==> src/rtl/mem_guard.sv <==
module mem_guard #(
  parameter int NUM_RULES = 20,
  parameter int NUM_PORTS = 10,
  parameter int PAGE_W    = 12,
  parameter int ID_W      = 12
) (
  input  logic        clk,
  input  logic        rst_n,
  input  logic        reg_valid,
  input  logic        reg_write,
  input  logic [2:0]  reg_addr,
  input  logic [31:0] reg_wdata,
  output logic [31:0] reg_rdata,
  input  logic        txn_valid,
  input  logic [31:0] txn_addr,
  input  logic [11:0] txn_id,
  input  logic [3:0]  txn_port,
  input  logic        txn_secure,
  output logic        verdict_valid,
  output logic        verdict_reject
);
  localparam int AW    = 2 * PAGE_W;
  localparam int IW    = 2 * ID_W;
  localparam int DW    = 4 + NUM_PORTS;
  localparam int SEL_W = 5;

  logic [AW-1:0]    rule_a [NUM_RULES];
  logic [IW-1:0]    rule_i [NUM_RULES];
  logic [DW-1:0]    rule_d [NUM_RULES];
  logic [AW-1:0]    stg_a, stg_i_unused_w;
  logic [IW-1:0]    stg_i;
  logic [DW-1:0]    stg_d;
  logic [NUM_PORTS-1:0] dflt;
  logic [SEL_W-1:0] sel;

  wire wr       = reg_valid && reg_write;
  wire [SEL_W-1:0] wsel = reg_wdata[SEL_W-1:0];
  wire sel_ok   = wsel < SEL_W'(NUM_RULES);
  wire do_commit = wr && reg_addr == 3'd0 && reg_wdata[5] && sel_ok;
  wire do_load   = wr && reg_addr == 3'd0 && reg_wdata[6] && !reg_wdata[5] && sel_ok;

  assign stg_i_unused_w = '0;

  always_ff @(posedge clk or negedge rst_n) begin
    if (!rst_n) begin
      stg_a <= '0; stg_i <= '0; stg_d <= '0; dflt <= '0; sel <= '0;
      for (int r = 0; r < NUM_RULES; r++) begin
        rule_a[r] <= '0; rule_i[r] <= '0; rule_d[r] <= '0;
      end
    end else begin
      if (wr) begin
        case (reg_addr)
          3'd0: sel   <= wsel;
          3'd1: stg_a <= reg_wdata[AW-1:0];
          3'd2: stg_i <= reg_wdata[IW-1:0];
          3'd3: stg_d <= reg_wdata[DW-1:0];
          3'd4: dflt  <= reg_wdata[NUM_PORTS-1:0];
          default: ;
        endcase
      end
      if (do_commit) begin
        rule_a[wsel] <= stg_a; rule_i[wsel] <= stg_i; rule_d[wsel] <= stg_d;
      end
      if (do_load) begin
        stg_a <= rule_a[wsel]; stg_i <= rule_i[wsel]; stg_d <= rule_d[wsel];
      end
    end
  end

  always_comb begin
    case (reg_addr)
      3'd0:    reg_rdata = 32'(sel);
      3'd1:    reg_rdata = 32'(stg_a);
      3'd2:    reg_rdata = 32'(stg_i);
      3'd3:    reg_rdata = 32'(stg_d);
      3'd4:    reg_rdata = 32'(dflt);
      default: reg_rdata = '0;
    endcase
  end

  wire [PAGE_W-1:0] page = txn_addr[31:32-PAGE_W];
  wire port_ok = txn_port < 4'(NUM_PORTS);
  logic rej_c;

  always_comb begin
    rej_c = port_ok ? dflt[txn_port] : 1'b1;
    for (int r = NUM_RULES - 1; r >= 0; r--) begin
      if (rule_d[r][2] && port_ok && rule_d[r][3 + txn_port]
          && (txn_secure ? rule_d[r][0] : rule_d[r][1])
          && page >= rule_a[r][PAGE_W-1:0] && page <= rule_a[r][AW-1:PAGE_W]
          && txn_id >= rule_i[r][ID_W-1:0] && txn_id <= rule_i[r][IW-1:ID_W])
        rej_c = rule_d[r][3 + NUM_PORTS];
    end
  end

  always_ff @(posedge clk or negedge rst_n) begin
    if (!rst_n) begin
      verdict_valid  <= 1'b0;
      verdict_reject <= 1'b0;
    end else begin
      verdict_valid  <= txn_valid;
      verdict_reject <= txn_valid && rej_c;
    end
  end
endmodule

==> config.mk <==
export PLATFORM = sky130hd
export DESIGN_NAME = mem_guard
export DESIGN_NICKNAME = d
export VERILOG_FILES = /design/src/rtl/mem_guard.sv
export SDC_FILE = /design/constraint.sdc
export NUM_CORES = 2
export LEC_CHECK = 0
export ABC_AREA = 1
export BUFFER_PORTS_ARGS = -buffer_cell sky130_fd_sc_hd__buf_2
export CELL_PAD_IN_SITES_DETAIL_PLACEMENT = 1
export CELL_PAD_IN_SITES_GLOBAL_PLACEMENT = 1
export CORE_UTILIZATION = 50
export CTS_BUF_LIST = sky130_fd_sc_hd__clkbuf_4
export CTS_CLUSTER_SIZE = 8
export DETAILED_ROUTE_END_ITERATION = 10
export GPL_ROUTABILITY_DRIVEN = 0
export HOLD_SLACK_MARGIN = 0.05
export PLACE_DENSITY_LB_ADDON = 0.1
export SYNTH_ARGS = -nofsm -noshare
export SYNTH_HDL_FRONTEND = slang
export SYNTH_SLANG_ARGS = --single-unit
==> constraint.sdc <==
create_clock -name clk -period 3.7 [get_ports clk]
set_clock_uncertainty 0.05 [all_clocks]
set_input_delay 0.74 -clock clk [delete_from_list [all_inputs] [get_ports clk]]
set_output_delay 0.74 -clock clk [all_outputs]
set_load 0.02 [all_outputs]
==> reports/qor.yml <==
overflow: 0
cts_made_buffers: 390
synth.distinct_cells: 61
synth_seq_cells: 1319
insertion_delay_ns: 1.46
clkSinkCount: 1319
synth_edf_count: 0
leakage_uw: 0.04220
hpwl_um: 261800
drt-total-wl_um: 372000
worstPathArrival_ns: 4.93
start_util_pct: 50.44
cts_buffer_depth: 4
dieArea_um2: 166000
cp.required_ns: 4.95
die_h_um: 407.4
syn_area_per_cell_um2: 8.069
finalSetupViolations: 0
netlist_area_um2: 82190
min_path_type: "in -> reg"
async_reset_ff_share_pct: 100.0
hp-start: "txn_valid"
critPathTopFamily: "compound AO/OA/AOI/OAI gates"
rsz0062_at_grt: "true"
path_cells: "ha_1, inv_1, nand2_1, a21oi_1, o21bai_1, a21oi_1, buf_4, o221a_2, o21ai_0, buf_4, a21o_1, a21oi_1, a2111o_1, nor2_1, nor2_1, nand2_1, nand2_1, a21oi_2"
drt_iter0_drc: 9974
synthTopCellsByArea: "dfrtp_1, ha_1, o21ai_0"
ant_nets: 0
crit_path_max_fanout: 3
post-route-period-util_pct: 99.49
clk_pin_slew_ns: 0.07
cts_tree: "yes"
port_buffers: 86
syn2layout_area_growth_pct: 16.24
worst_pin_slew_ns: 1.359
startpoint_type: "flip-flop"
rows: 148
ios: 123
critPathBufInv: 3
stdcell_area_um2: 95540
synth_top_cell_area_share_pct: 40.16
clockPowerShare_pct: 39.3
worst_path_max_delay_cell: "a21oi_1"
max_freq_ghz: 0.2716
p_switching_uw: 11860
crit_path_end_kind: "flip-flop"
slew_viol_final: 0
maxSlewHeadroom_pct: 8.887
synth_top_area_cell: "dfrtp_1"
period_needed_ns: 3.681
path_class: "reg -> reg"
switching_share_pct: 33.55
grt_pass1_wl_um: 555900
comb_power_share_pct: 18.3
tns_ns: 0
p_seq_share_pct: 42.4
synth_top_flop_cell: "dfrtp_1"
drc: 0
finalHoldViolCount: 0
maxCapViolCount: 0
viasPerCell: 6.374
vias: 84680
die_x_um: 407.4
grtUsageTotal_pct: 44.25
outcome: "finished, final reports clean"
dr.pass1.iters: 6
final_cell_mix: "nand2_1, o21ai_0, dfrtp_1"
antenna_found_initial: 22
ctsHtreeMaxLevel: 5
wl_per_cell_um: 28.00
slowest_delay_ns: 0.56
crit_start: "rule_a[384]$_DFFE_PN0P_"
first_global_vias: 87720
ys_warn_count: 0
drive_gt1_share_pct: 14.24
synth-seq-area-share_pct: 40.16
place_area_um2: 90230
whs_ns: 0.2545
power_density_nw_per_um2: 370.1
r2r_start: "rule_a[384]$_DFFE_PN0P_"
cts-root-buf: "clkbuf_4"
final_common_cell: "nand2_1"
syn_inst: 10190
core_area_um2: 163000
total_power_uw: 35350
nNetsFinal: 11890
max-vdd-ir-drop_v: 0.0003597
intPower_uw: 23490
grt_start_max_net_pins: 117
-- final cells by class --
| class | count | area [um2] |
|---|---|---|
| multi-input cells | 6990 | 42400 |
| diodes | 13 | 32.53 |
| repair buffers | 916 | 8192 |
| clock buffers | 550 | 4129 |
| repair inverters | 1 | 5.005 |
| inverters | 1220 | 4596 |
| well taps | 2175 | 2721 |
| flip-flops and latches | 1319 | 33010 |
| clock inverters | 102 | 457.9 |
| fillers | 19950 | 67420 |
-- state kept, by name, indices dropped and copies added, names as in the netlist --
signal / count
verdict_valid: 1
stg_d: 14
stg_i: 24
dflt: 10
rule_a: 480
rule_d: 280
stg_a: 24
verdict_reject: 1
sel: 5
rule_i: 480
-- power groups by stage --
stage | clock (uW) | combinational, uW | sequential [uW]
6_report | 13900 | 6460 | 15000
3_3_place_gp | 0 | 5840 | 15200
3_5_place_dp | 0 | 6080 | 15200
4_1_cts | 14100 | 6230 | 15000
5_1_grt | 14700 | 6790 | 15000
2_1_floorplan | 0 | 2680 | 15100
-- per-layer routing --
metal,track usage [%],part of all wire [%],up-vias
met4,27.35,6.8,28
met2,66.40,43,4699
met1,56.21,39,42240
met3,12.75,11,1298
li1,-,-,36410
met5,0,0.051,-
-- Yosys cell counts, types with 12 or more instances --
cell type,instances
clkbuf_1,570
buf_4,26
buf_2,26
o21ai_1,14
o211ai_1,59
nand3b_1,18
o21a_1,12
o21bai_1,33
inv_1,1212
o221ai_1,172
a21oi_1,496
o2111ai_1,30
buf_1,29
nand3_1,404
dfrtp_1,1319
a31oi_1,16
nor2_1,212
a211oi_1,37
a21o_1,13
a221oi_1,75
o21ai_0,1760
buf_6,12
nand4_1,117
nand2_1,2103
o221a_2,15
o22ai_1,147
ha_1,961
a22oi_1,177
nor3_1,40
-- cells by family after synthesis --
group | share of synthesized area, %
multiplexers | 0.01370
buffers and inverters | 8.889
other | 0.004563
flip-flops | 40.16
AO/OA/AOI/OAI | 21.80
AND/OR/NAND/NOR | 14.50
adder cells (fa/ha/maj) | 14.63
-- final timing paths --
path,cells past startpoint,slack [ns],to
max in group asynchronous,5,2.11,rule_a[378]$_DFFE_PN0P_
worst min register to register,2,0.44,rule_a[259]$_DFFE_PN0P_
worst max-delay path,18,0.02,verdict_reject$_DFF_PN0_
min in group asynchronous,4,0.61,rule_i[297]$_DFFE_PN0P_
worst max register to register,18,0.02,verdict_reject$_DFF_PN0_
worst min-delay path,4,0.25,verdict_reject$_DFF_PN0_
-- metrics by stage --
stage / util, % / setup slack (ns) / std cells
3_5_place_dp: 55.37 / -0.8271 / 12580
6_report: 58.63 / 0.01870 / 13290
3_3_place_gp: 55.37 / -0.8354 / 12580
5_1_grt: 58.62 / -0.03298 / 13280
4_1_cts: 58.50 / 0.005959 / 13270
2_1_floorplan: - / -0.1848 / 10190
-- timing repair --
item                                     CTS  global route
gates resized for setup                   36            49
endpoints found under the setup margin     8             4
buffers inserted                           3             3
gates cloned                               2             0
endpoints found under the hold margin   1388             0
hold buffers                              32             0
pin swaps                                  0            12
-- worst register-to-register path: cells and delay by family, from the launching register on --
family / cells / cell delay, ns
compound gates: 9 / 2.00
flops: 1 / 0.42
simple gates: 5 / 0.41
buf+inv: 3 / 0.42
fa+ha+maj: 1 / 0.28
Note: power is estimated with default switching activity, not from simulation.
